==> config.mk <==
export PLATFORM = sky130hd
export DESIGN_NAME = gpio_port_regs
export DESIGN_NICKNAME = d
export VERILOG_FILES = /design/src/rtl/gpio_port_pkg.sv /design/src/rtl/gpio_out_latch.sv /design/src/rtl/gpio_pin_cfg.sv /design/src/rtl/gpio_port_regs.sv
export SDC_FILE = /design/constraint.sdc
export NUM_CORES = 1
export LEC_CHECK = 0
export BUFFER_PORTS_ARGS = -buffer_cell sky130_fd_sc_hd__buf_4
export CORE_AREA = 2 2 133 102
export CTS_CLUSTER_DIAMETER = 150
export DETAILED_ROUTE_END_ITERATION = 6
export DIE_AREA = 0 0 135 104
export PLACE_DENSITY = 0.76
export SLEW_MARGIN = 25
export SYNTH_ARGS = -nofsm -noshare
export SYNTH_HDL_FRONTEND = slang
export SYNTH_HIERARCHICAL = 1
export SYNTH_SLANG_ARGS = --single-unit
==> constraint.sdc <==
create_clock -name clk -period 2.1 [get_ports clk]
set_input_delay 0.525 -clock clk [delete_from_list [all_inputs] [get_ports clk]]
set_output_delay 0.525 -clock clk [all_outputs]
set_load 0.03 [all_outputs]
==> src/rtl/gpio_port_pkg.sv <==
package gpio_port_pkg;

   typedef enum logic [1:0] {
      PAD_IN_FLOAT = 2'b00,
      PAD_IN_UP    = 2'b01,
      PAD_IN_DOWN  = 2'b10,
      PAD_OUT      = 2'b11
   } pad_code_e;

   localparam int OFF_DATA      = 'h00;
   localparam int OFF_SET       = 'h02;
   localparam int OFF_CLR       = 'h04;
   localparam int OFF_CFG_BASE  = 'h06;
   localparam int CFG_STRIDE    = 2;
   localparam int PAD_CODE_LSB  = 8;

   function automatic int cfg_offset(input int pin);
      return OFF_CFG_BASE + CFG_STRIDE * pin;
   endfunction

endpackage

==> src/rtl/gpio_out_latch.sv <==
module gpio_out_latch #(
   parameter int NUM_PINS = 12
) (
   input  logic                clk,
   input  logic                rst_n,
   input  logic                load_en,
   input  logic [NUM_PINS-1:0] load_val,
   input  logic                set_en,
   input  logic [NUM_PINS-1:0] set_mask,
   input  logic                clr_en,
   input  logic [NUM_PINS-1:0] clr_mask,
   output logic [NUM_PINS-1:0] q
);

   logic [NUM_PINS-1:0] set_bits;
   logic [NUM_PINS-1:0] clr_bits;

   assign set_bits = set_en ? set_mask : '0;
   assign clr_bits = clr_en ? clr_mask : '0;

   always_ff @(posedge clk or negedge rst_n) begin
      if (!rst_n)
         q <= '0;
      else if (load_en)
         q <= load_val;
      else
         q <= (q | set_bits) & ~clr_bits;   // clear dominates set
   end

endmodule

==> src/rtl/gpio_pin_cfg.sv <==
module gpio_pin_cfg
   import gpio_port_pkg::*;
#(
   parameter int FUNC_W = 5
) (
   input  logic              clk,
   input  logic              rst_n,
   input  logic              we,
   input  logic [FUNC_W-1:0] wfunc,
   input  logic [1:0]        wcode,
   output logic [FUNC_W-1:0] func,
   output logic [1:0]        code,
   output logic              oe,
   output logic              pu,
   output logic              pd
);

   always_ff @(posedge clk or negedge rst_n) begin
      if (!rst_n) begin
         func <= '0;
         code <= PAD_IN_FLOAT;
      end else if (we) begin
         func <= wfunc;
         code <= wcode;
      end
   end

   assign oe = (code == PAD_OUT);
   assign pu = (code == PAD_IN_UP);
   assign pd = (code == PAD_IN_DOWN);

endmodule

==> src/rtl/gpio_port_regs.sv <==
module gpio_port_regs
   import gpio_port_pkg::*;
#(
   parameter int NUM_PINS = 12,
   parameter int DATA_W   = 16,
   parameter int ADDR_W   = 8,
   parameter int FUNC_W   = 5
) (
   input  logic                       clk,
   input  logic                       rst_n,
   input  logic [ADDR_W-1:0]          addr,
   input  logic                       wr_en,
   input  logic                       rd_en,
   input  logic [DATA_W-1:0]          wr_data,
   output logic [DATA_W-1:0]          rd_data,
   input  logic [NUM_PINS-1:0]        pin_in,
   output logic [NUM_PINS-1:0]        pin_out,
   output logic [NUM_PINS-1:0]        pin_oe,
   output logic [NUM_PINS-1:0]        pin_pull_up,
   output logic [NUM_PINS-1:0]        pin_pull_dn,
   output logic [NUM_PINS-1:0]        pin_low_drv,
   output logic [NUM_PINS*FUNC_W-1:0] pin_func
);

   localparam int OFF_DRIVE = cfg_offset(NUM_PINS);

   // elaboration-time parameter checks
   if (NUM_PINS < 1 || NUM_PINS > DATA_W) begin : g_bad_pins
      $error("NUM_PINS must be within 1..DATA_W");
   end
   if (FUNC_W < 1 || FUNC_W > PAD_CODE_LSB) begin : g_bad_func
      $error("FUNC_W must be within 1..PAD_CODE_LSB");
   end
   if (DATA_W < PAD_CODE_LSB + 2) begin : g_bad_data
      $error("DATA_W too narrow for the pad code field");
   end
   if (OFF_DRIVE >= (1 << ADDR_W)) begin : g_bad_addr
      $error("ADDR_W too narrow for the register map");
   end

   logic hit_data, hit_set, hit_clr, hit_drive;
   logic [NUM_PINS-1:0] hit_cfg;

   assign hit_data  = (addr == ADDR_W'(OFF_DATA));
   assign hit_set   = (addr == ADDR_W'(OFF_SET));
   assign hit_clr   = (addr == ADDR_W'(OFF_CLR));
   assign hit_drive = (addr == ADDR_W'(OFF_DRIVE));

   gpio_out_latch #(.NUM_PINS(NUM_PINS)) u_latch (
      .clk      (clk),
      .rst_n    (rst_n),
      .load_en  (wr_en && hit_data),
      .load_val (wr_data[NUM_PINS-1:0]),
      .set_en   (wr_en && hit_set),
      .set_mask (wr_data[NUM_PINS-1:0]),
      .clr_en   (wr_en && hit_clr),
      .clr_mask (wr_data[NUM_PINS-1:0]),
      .q        (pin_out)
   );

   logic [FUNC_W-1:0] cfg_func [NUM_PINS];
   logic [1:0]        cfg_code [NUM_PINS];

   for (genvar p = 0; p < NUM_PINS; p++) begin : g_pin
      assign hit_cfg[p] = (addr == ADDR_W'(cfg_offset(p)));

      gpio_pin_cfg #(.FUNC_W(FUNC_W)) u_cfg (
         .clk   (clk),
         .rst_n (rst_n),
         .we    (wr_en && hit_cfg[p]),
         .wfunc (wr_data[FUNC_W-1:0]),
         .wcode (wr_data[PAD_CODE_LSB+1:PAD_CODE_LSB]),
         .func  (cfg_func[p]),
         .code  (cfg_code[p]),
         .oe    (pin_oe[p]),
         .pu    (pin_pull_up[p]),
         .pd    (pin_pull_dn[p])
      );

      assign pin_func[p*FUNC_W +: FUNC_W] = cfg_func[p];
   end

   always_ff @(posedge clk or negedge rst_n) begin
      if (!rst_n)
         pin_low_drv <= '0;
      else if (wr_en && hit_drive)
         pin_low_drv <= wr_data[NUM_PINS-1:0];
   end

   // read path: one registered stage
   logic [DATA_W-1:0] rd_next;

   always_comb begin
      rd_next = '0;
      if (hit_data)
         rd_next = DATA_W'(pin_in);
      else if (hit_drive)
         rd_next = DATA_W'(pin_low_drv);
      for (int p = 0; p < NUM_PINS; p++) begin
         if (hit_cfg[p]) begin
            rd_next[FUNC_W-1:0]                    = cfg_func[p];
            rd_next[PAD_CODE_LSB+1:PAD_CODE_LSB] = cfg_code[p];
         end
      end
   end

   always_ff @(posedge clk or negedge rst_n) begin
      if (!rst_n)
         rd_data <= '0;
      else
         rd_data <= rd_en ? rd_next : '0;
   end

   logic unused_wr_bits;
   assign unused_wr_bits = ^wr_data;

endmodule

== Word level (Yosys, flattened, before mapping) ==
Index checks and enable logic that the tools add are counted.

* RAM bits: 0
* Bits in registers: 124
* Input port bits: 40
* Logic and storage cells: 128
* Memories kept: 0
* Latch bits: 0
* ROM bits: 0
* Output and inout bits: 136

* $mul: 0
* Order comparisons: 0
* Bitwise operators: 3
* $add $sub $neg: 0
* Muxes and demuxes: 30
* Equal/unequal tests: 51
* Reduce and logical (&&, ||, !) cells: 17
* Div/mod/pow operators: 0
* Shift operators: 0

{| class="wikitable"
|+ Operator list
! operator !! count
|-
| equality test 8 x 5 -> 1 bit, second input constant || 8
|-
| 2-to-1 mux 5 bit || 12
|-
| equality test 2 bit, second input constant || 24
|-
| 2-to-1 mux 12 bit || 4
|-
| equality test 8 x 4 -> 1 bit, second input constant || 4
|-
| 2-to-1 mux 16 bit || 2
|-
| equality test 2 x 1 -> 1 bit, second input constant || 12
|-
| 2-to-1 mux 2 bit || 12
|-
| equality test 8 x 3 -> 1 bit, second input constant || 2
|-
| logical AND 1 bit || 16
|-
| bitwise AND 12 bit || 1
|-
| inverter 12 bit || 1
|-
| OR 12 bit || 1
|-
| equality test 8 x 2 -> 1 bit, second input constant || 1
|-
| logical NOT 8 bit || 1
|}

== Depth between registers and ports, before layout ==
Gate-level depths: netlist of run 1.

* Depth in word-level cells: 16
* Mapped depth: 8

== Cells and area by module ==
The synthesis of run 1 kept the hierarchy.

{| class="wikitable"
|+ Modules (own cells, without submodules)
! module !! cells each !! times used !! seq. area each (um2) !! area each (um2)
|-
| gpio_pin_cfg || 18 || 12 || 175.2 || 310.3
|-
| gpio_port_regs || 297 || 1 || 600.6 || 2288.4
|-
| gpio_out_latch || 64 || 1 || 300.3 || 616.8
|}

== Worst setup path before layout of run 1 ==
Ideal clock, no wire load.

* Path type: input port to flip-flop
* Start point: input port addr[7]
* End point: register g_pin[0].u_cfg.code[0]
* Slack: -0.159 ns
* Path buffers: 1
* Stages: 5
* Arrival time: 2.134 ns
* Cell sequence: nor4_1 nand2_1 nor3_1 buf_6 mux2_4

* Word-level cells in the longest chain between the ends: 2

{| class="wikitable"
|+ RTL lines
! what !! line !! text
|-
| start, declared || gpio_port_regs.sv:11 || <nowiki>input logic [ADDR_W-1:0] addr,</nowiki>
|-
| equality test 8 x 3 -> 1 bit || gpio_port_regs.sv:65 || <nowiki>assign hit_cfg[p] = (addr == ADDR_W'(cfg_offset(p)));</nowiki>
|-
| logical AND 1 bit || gpio_port_regs.sv:70 || <nowiki>.we (wr_en && hit_cfg[p]),</nowiki>
|-
| end signal, assigned || gpio_pin_cfg.sv:24 || <nowiki>code <= wcode;</nowiki>
|-
| end, declared || gpio_pin_cfg.sv:12 || <nowiki>output logic [1:0] code,</nowiki>
|}

No other way between the ends.
A chain may end at the register's enable or synchronous reset.

== Worst setup path in the final report of run 1 ==
* Start point: input port addr[0]
* End point: register g_pin[11].u_cfg.func[3]

* Word-level cells in the longest chain between the ends: 2

{| class="wikitable"
|+ RTL lines
! what !! line !! text
|-
| equality test 8 x 5 -> 1 bit || gpio_port_regs.sv:65 ||
|-
| logical AND 1 bit || gpio_port_regs.sv:70 ||
|-
| end signal, assigned || gpio_pin_cfg.sv:23 || <nowiki>func <= wfunc;</nowiki>
|-
| end, declared || gpio_pin_cfg.sv:11 || <nowiki>output logic [FUNC_W-1:0] func,</nowiki>
|}

No other way between the ends.

==> impl_results.md, run 1 <==
- Num rows: 36
- Psw: 1.80 mW
- CTS clk-pin slew, worst paths: 50 ps
- Yosys top cell by area: dfrtp_1
- WS Path Type: in -> reg
- Clock Path Buffers: 2
- Commonest cells after routing, fill and taps aside: buf_4, dfrtp_1, mux2_4
- Switching share of power: 27.9%
- Clock power share: 44.4%
- Max Cap Violations: 0
- Seq cells post-synth: 120
- Layout net count: 840
- Max Freq: 0.520 GHz
- Post-layout minimum cycle time: 1920 ps
- Post-DP Area: 0.00843 mm^2
- Synth cell types: 58
- Peak VDD IR: 553 uV
- Clk_skew: 9.21 ps
- Die W: 135 um
- Gate power share: 16.1%
- Synth Warn #: 6
- Commonest non-fill, non-tap cell in the layout: buf_4
- CP most frequent cell: buf_4
- Final WS setup: 177 ps
- FF-to-FF End: rd_data[0]$_DFF_PN0_
- Reg2Reg Depth: 5
- Tot GR Track Use: 33.0%
- Vias in the first global route: 5,917
- Residual DRC count: 0
- RSZ-0062 raised after global routing: no
- Die H: 104 um
- Dominant cells by area after synthesis: dfrtp_1, mux2_4, nor2b_1
- HPWL after DPL: 16,500 um
- First-pass GRT wire length: 34,400 um
- Place WS: -391 ps
- ANT nets after route: 0
- Final setup fails: 0
- Critical Path Fanout Max: 8
- Outcome: complete, no violations
- Worst Max-Slew Pin Slew: 668 ps
- Vias per cell: 5.88
- Post-route total power: 6.46 mW
- TritonCTS clock tree: built
- Top cell type's share of synthesized area: 45.3%
- Critical path buffers and inverters: 4
- Final hold violation count: 0
- # diodes: 0
- CORE AREA: 0.0128 mm^2
- Mean routed wirelength per cell: 23.0 um
- Via count: 5,781
- Register share of total power: 39.5%
- Routability cong.: 0.916
- Slew HR: 55.5%
- Cell Area, Synth: 0.00663 mm^2
- Hold WC Path Type: in -> async
- CP max-delay cell: nor4bb_2
- Post-Syn Area per Cell: 11.5 um^2
- WL final: 22,600 um
- CTS root buf: clkbuf_16
- Cells after synthesis: 577
- EDFF count, synth: 0
- Main synth FF type: dfrtp_1
- Drt first pass iters: 5
- Final Cell Area: 0.00902 mm^2
- PD cells: 716 mW/mm^2
- Period utilization: 91.6%
- # IOs: 176
- Worst path max stage delay: 500 ps
- R2R Setup Slk: 270 ps
- Internal: 4.66 mW
- Leakage dissipation: 4.50 nW
- IO Port Bufs: 167
- Area grow syn2layout: 36.1%
- Num CTS Buffers: 17
- Pin count of the biggest net entering global routing: 121
- Final slew viol count: 0
- Sequential area share after synthesis: 45.3%
- Worst R2R Start: g_pin[2].u_cfg/func[0]$_DFFE_PN0P_
- CTS Sinks: 120
- CP Cell Sequence: buf_4 -> buf_4 -> nor4bb_2 -> buf_4 -> and3_1 -> buf_12 -> mux2_4
- CP endpoint kind: flip-flop
- Initial antenna violation count: 0
- Initial DRC count: 590
- CTS H-tree depth: 4
- Share of layout cells above drive strength 1: 48.0%
- CP top delay family: simple AND/OR/NAND/NOR gates
- Hold Slack: 173 ps
- Ys async rst share: 100%
- Grt total ovfl: 0
- Arrival time at the worst endpoint: 2220 ps
- CP Data Required Time: 2400 ps
- Post-CTS Setup Bufs: 0
- Area of the die: 0.0140 mm^2
- Worst skew pair latency: 420 ps
- Startpoint types: primary input
- Starting Density: 51.8%
[cell families after synthesis]
| family | after synthesis | synth area share, % |
|---|---|---|
| flip-flops | 120 | 45.3 |
| other | 1 | 0.0566 |
| multiplexers | 104 | 22.5 |
| AND/OR/NAND/NOR | 158 | 12.8 |
| AO/OA/AOI/OAI | 141 | 14.2 |
| buffers and inverters | 53 | 5.19 |
[final cells by class]
type	instances	area, um^2
Fill cell	973	3770
Multi-Input combinational cell	407	3310
Sequential cell	120	3000
Timing Repair Buffer	247	1890
Clock buffer	20	457
Tap cell	171	214
Clock inverter	12	126
Inverter	7	26.3
[metrics by stage]
stage / utilization (%) / instances / TNS (ps)
global route: 70.5 / 984 / 0
global placement: 65.9 / 952 / -7740
floorplan: - / 580 / 0
CTS: 70.5 / 984 / 0
detailed placement: 65.9 / 952 / -10510
finish: 70.5 / 984 / 0
[synth_stat cells (6+ instances only)]
library cell,n
a21o_1,12
a21oi_1,35
a22oi_1,11
and2_1,14
buf_2,8
buf_4,6
buf_6,15
clkbuf_1,13
dfrtp_1,120
inv_1,7
mux2_2,13
mux2_4,84
mux2i_1,6
nand2_1,33
nand2b_1,7
nand3_1,10
nor2_1,24
nor2b_1,31
nor3_1,18
o21ai_0,21
o21ai_2,8
o22ai_1,7
[worst max path at each step]
| stage | slack (ps) | end | from | cells after the start |
|---|---|---|---|---|
| after global routing | 40 | g_pin[8].u_cfg/func[3]$_DFFE_PN0P_ | addr[7] | 7 |
| after detailed placement | -390 | g_pin[11].u_cfg/code[1]$_DFFE_PN0P_ | addr[0] | 7 |
| after CTS | 40 | g_pin[11].u_cfg/code[1]$_DFFE_PN0P_ | addr[0] | 7 |
| final | 180 | g_pin[11].u_cfg/func[3]$_DFFE_PN0P_ | addr[0] | 7 |
| after floorplan | 20 | g_pin[7].u_cfg/code[0]$_DFFE_PN0P_ | addr[7] | 6 |
| after global placement | -470 | g_pin[11].u_cfg/func[1]$_DFFE_PN0P_ | addr[0] | 7 |
[power groups by stage]
stage	registers (mW)	clock network, mW	logic (mW)
floorplan	2.72	0	0.378
global placement	2.58	0	1.02
detailed placement	2.58	0	1.03
CTS	2.55	2.90	1.04
global route	2.56	3.00	1.10
finish	2.55	2.87	1.04
[sequential cells by signal, summed over array words and instances, names as in the netlist]
register / count
rd_data: 12
g_pin.u_cfg/code: 24
u_latch/q: 12
g_pin.u_cfg/func: 60
pin_low_drv: 12
[metal layers]
metal / routed length [um] / global-route usage (%)
met5: 0 / 0
met3: 1770 / 7.70
met2: 10100 / 49.3
met4: 486 / 10.3
met1: 10300 / 47.6
[what timing repair did]
item,in CTS,in global routing
hold buffers,0,0
resized for setup,0,1
endpoints found under the setup margin,0,7
No activity file was read; power rests on OpenSTA's default activity.
==> run 2, diff against run 1 <==
--- a/config.mk
+++ b/config.mk
@@ -6,11 +6,11 @@
 export NUM_CORES = 1
 export LEC_CHECK = 0
 export BUFFER_PORTS_ARGS = -buffer_cell sky130_fd_sc_hd__buf_4
-export CORE_AREA = 2 2 133 102
+export CORE_AREA = 2 2 144 111
 export CTS_CLUSTER_DIAMETER = 150
 export DETAILED_ROUTE_END_ITERATION = 6
-export DIE_AREA = 0 0 135 104
-export PLACE_DENSITY = 0.76
+export DIE_AREA = 0 0 146 113
+export PLACE_DENSITY = 0.66
 export SLEW_MARGIN = 25
 export SYNTH_ARGS = -nofsm -noshare
 export SYNTH_HDL_FRONTEND = slang
==> impl_results.md, run 2 (synthesis results as in run 1) <==
- Post-CTS Setup Bufs: 0
- Max Cap Violations: 0
- Max FFs per register: 60
- Tot GR Track Use: 27.8%
- Commonest non-fill, non-tap cell in the layout: buf_4
- Initial DRC count: 411
- Post-placement cell count: 984
- Hold Slack: 111 ps
- Hold WC Path Type: in -> async
- Gate power share: 16.6%
- # IOs: 176
- Final hold violation count: 0
- First-pass GRT wire length: 34,400 um
- Worst skew pair latency: 410 ps
- Peak VDD IR: 534 uV
- Share of layout cells above drive strength 1: 47.1%
- ANT nets after route: 0
- Layout net count: 838
- Psw: 1.71 mW
- Critical Path Fanout Max: 12
- Worst Max-Slew Pin Slew: 765 ps
- Grt total ovfl: 0
- CTS clk-pin slew, worst paths: 60 ps
- Area grow syn2layout: 36.9%
- TritonCTS clock tree: built
- Final slew viol count: 0
- Final cell count without fillers: 1,011
- Largest Register: g_pin.u_cfg/func
- Period utilization: 96.9%
- Via count: 5,582
- Residual DRC count: 0
- Final setup fails: 0
- Worst path max stage delay: 700 ps
- Clk_skew: 8.49 ps
- CTS root buf: clkbuf_16
- CP Data Required Time: 2390 ps
- Critical path buffers and inverters: 3
- Slew HR: 48.3%
- Switching share of power: 26.9%
- CTS Sinks: 120
- WS Path Type: in -> reg
- CP endpoint kind: flip-flop
- # diodes: 0
- Max Freq: 0.491 GHz
- Starting Density: 44.1%
- Outcome: complete, no violations
- Routability cong.: 0.924
- RSZ-0062 raised after global routing: no
- Internal: 4.64 mW
- CP max-delay cell: nor4bb_1
- Drt first pass iters: 5
- CORE AREA: 0.0150 mm^2
- Initial antenna violation count: 0
- CTS H-tree depth: 4
- Area of the die: 0.0165 mm^2
- Die W: 146 um
- Mean routed wirelength per cell: 22.6 um
- WL final: 22,800 um
- Core Util, Final: 60.4%
- Top flop regs: g_pin.u_cfg/func x60, g_pin.u_cfg/code x24
- Arrival time at the worst endpoint: 2330 ps
- Clock Path Buffers: 2
- CP Cell Sequence: buf_4 -> nor4bb_1 -> buf_4 -> and3_1 -> buf_12 -> mux2_4
- CP most frequent cell: buf_4
- Die H: 113 um
- Commonest cells after routing, fill and taps aside: buf_4, dfrtp_1, mux2_4
- Vias in the first global route: 5,587
- Startpoint types: primary input
- Num rows: 39
- Hold-fix buffers, CTS: 0
- HPWL after DPL: 16,800 um
- Register share of total power: 40.2%
- Num CTS Buffers: 17
- CP top delay family: simple AND/OR/NAND/NOR gates
- Leakage dissipation: 4.51 nW
- Post-cts resize count: 0
- PD cells: 699 mW/mm^2
- Clock power share: 43.2%
- Vias per cell: 5.52
- IO Port Bufs: 167
- Pin count of the biggest net entering global routing: 37
- Post-layout minimum cycle time: 2040 ps
## run 2: cell count changes in the layout (fill, tap and decap cells not counted), sizes merged
cell and delta:
clkinv -5, clkinvlp -2, clkbuf +2, buf -2
## run 2: path summary, 6_finish.rpt
path                                               startpoint                                  end  slack [ps]  cells past startpoint
setup reg to reg           g_pin[4].u_cfg/func[0]$_DFFE_PN0P_                 rd_data[0]$_DFF_PN0_         190                      5
max in group asynchronous                               rst_n               u_latch/q[9]$_DFF_PN0_        1470                      2
setup / recovery                                      addr[2]  g_pin[11].u_cfg/func[0]$_DFFE_PN0P_          60                      6
hold / removal                                          rst_n   g_pin[6].u_cfg/code[0]$_DFFE_PN0P_         110                      1
hold reg to reg                        u_latch/q[3]$_DFF_PN0_               u_latch/q[3]$_DFF_PN0_         540                      2
min in group clk                                  wr_data[10]              u_latch/q[10]$_DFF_PN0_         350                      3
## run 2: cell type report
class | count | area [um^2]
Clock inverter | 5 | 75.1
Multi-Input combinational cell | 407 | 3300
Timing Repair Buffer | 245 | 1950
Sequential cell | 120 | 3000
Tap cell | 205 | 256
Clock buffer | 22 | 464
Fill cell | 1257 | 5950
Inverter | 7 | 26.3
## run 2: through the flow
stage,instance area [um^2],TNS (ps),setup slack [ps],total power [mW]
after global placement,8540,-7950,-408,3.61
after global routing,9080,0,17.7,6.54
after floorplan,6650,0,18.9,3.10
after detailed placement,8540,-8100,-278,3.63
after CTS,9080,0,131,6.37
final,9080,0,64.3,6.34
## run 2: per-layer routing
layer	GRT usage, %	up-vias	routed length [um]
li1	-	2546	-
met1	41.0	2782	11000
met2	42.6	241	10200
met3	5.89	13	1380
met4	5.37	0	199
met5	0	-	0
## run 2: power by group through the flow
stage	Sequential (mW)	Combinational (mW)	Clock, mW
after floorplan	2.72	0.378	0
after global placement	2.58	1.04	0
after detailed placement	2.58	1.05	0
after CTS	2.55	1.05	2.78
after global routing	2.56	1.11	2.87
final	2.55	1.05	2.74
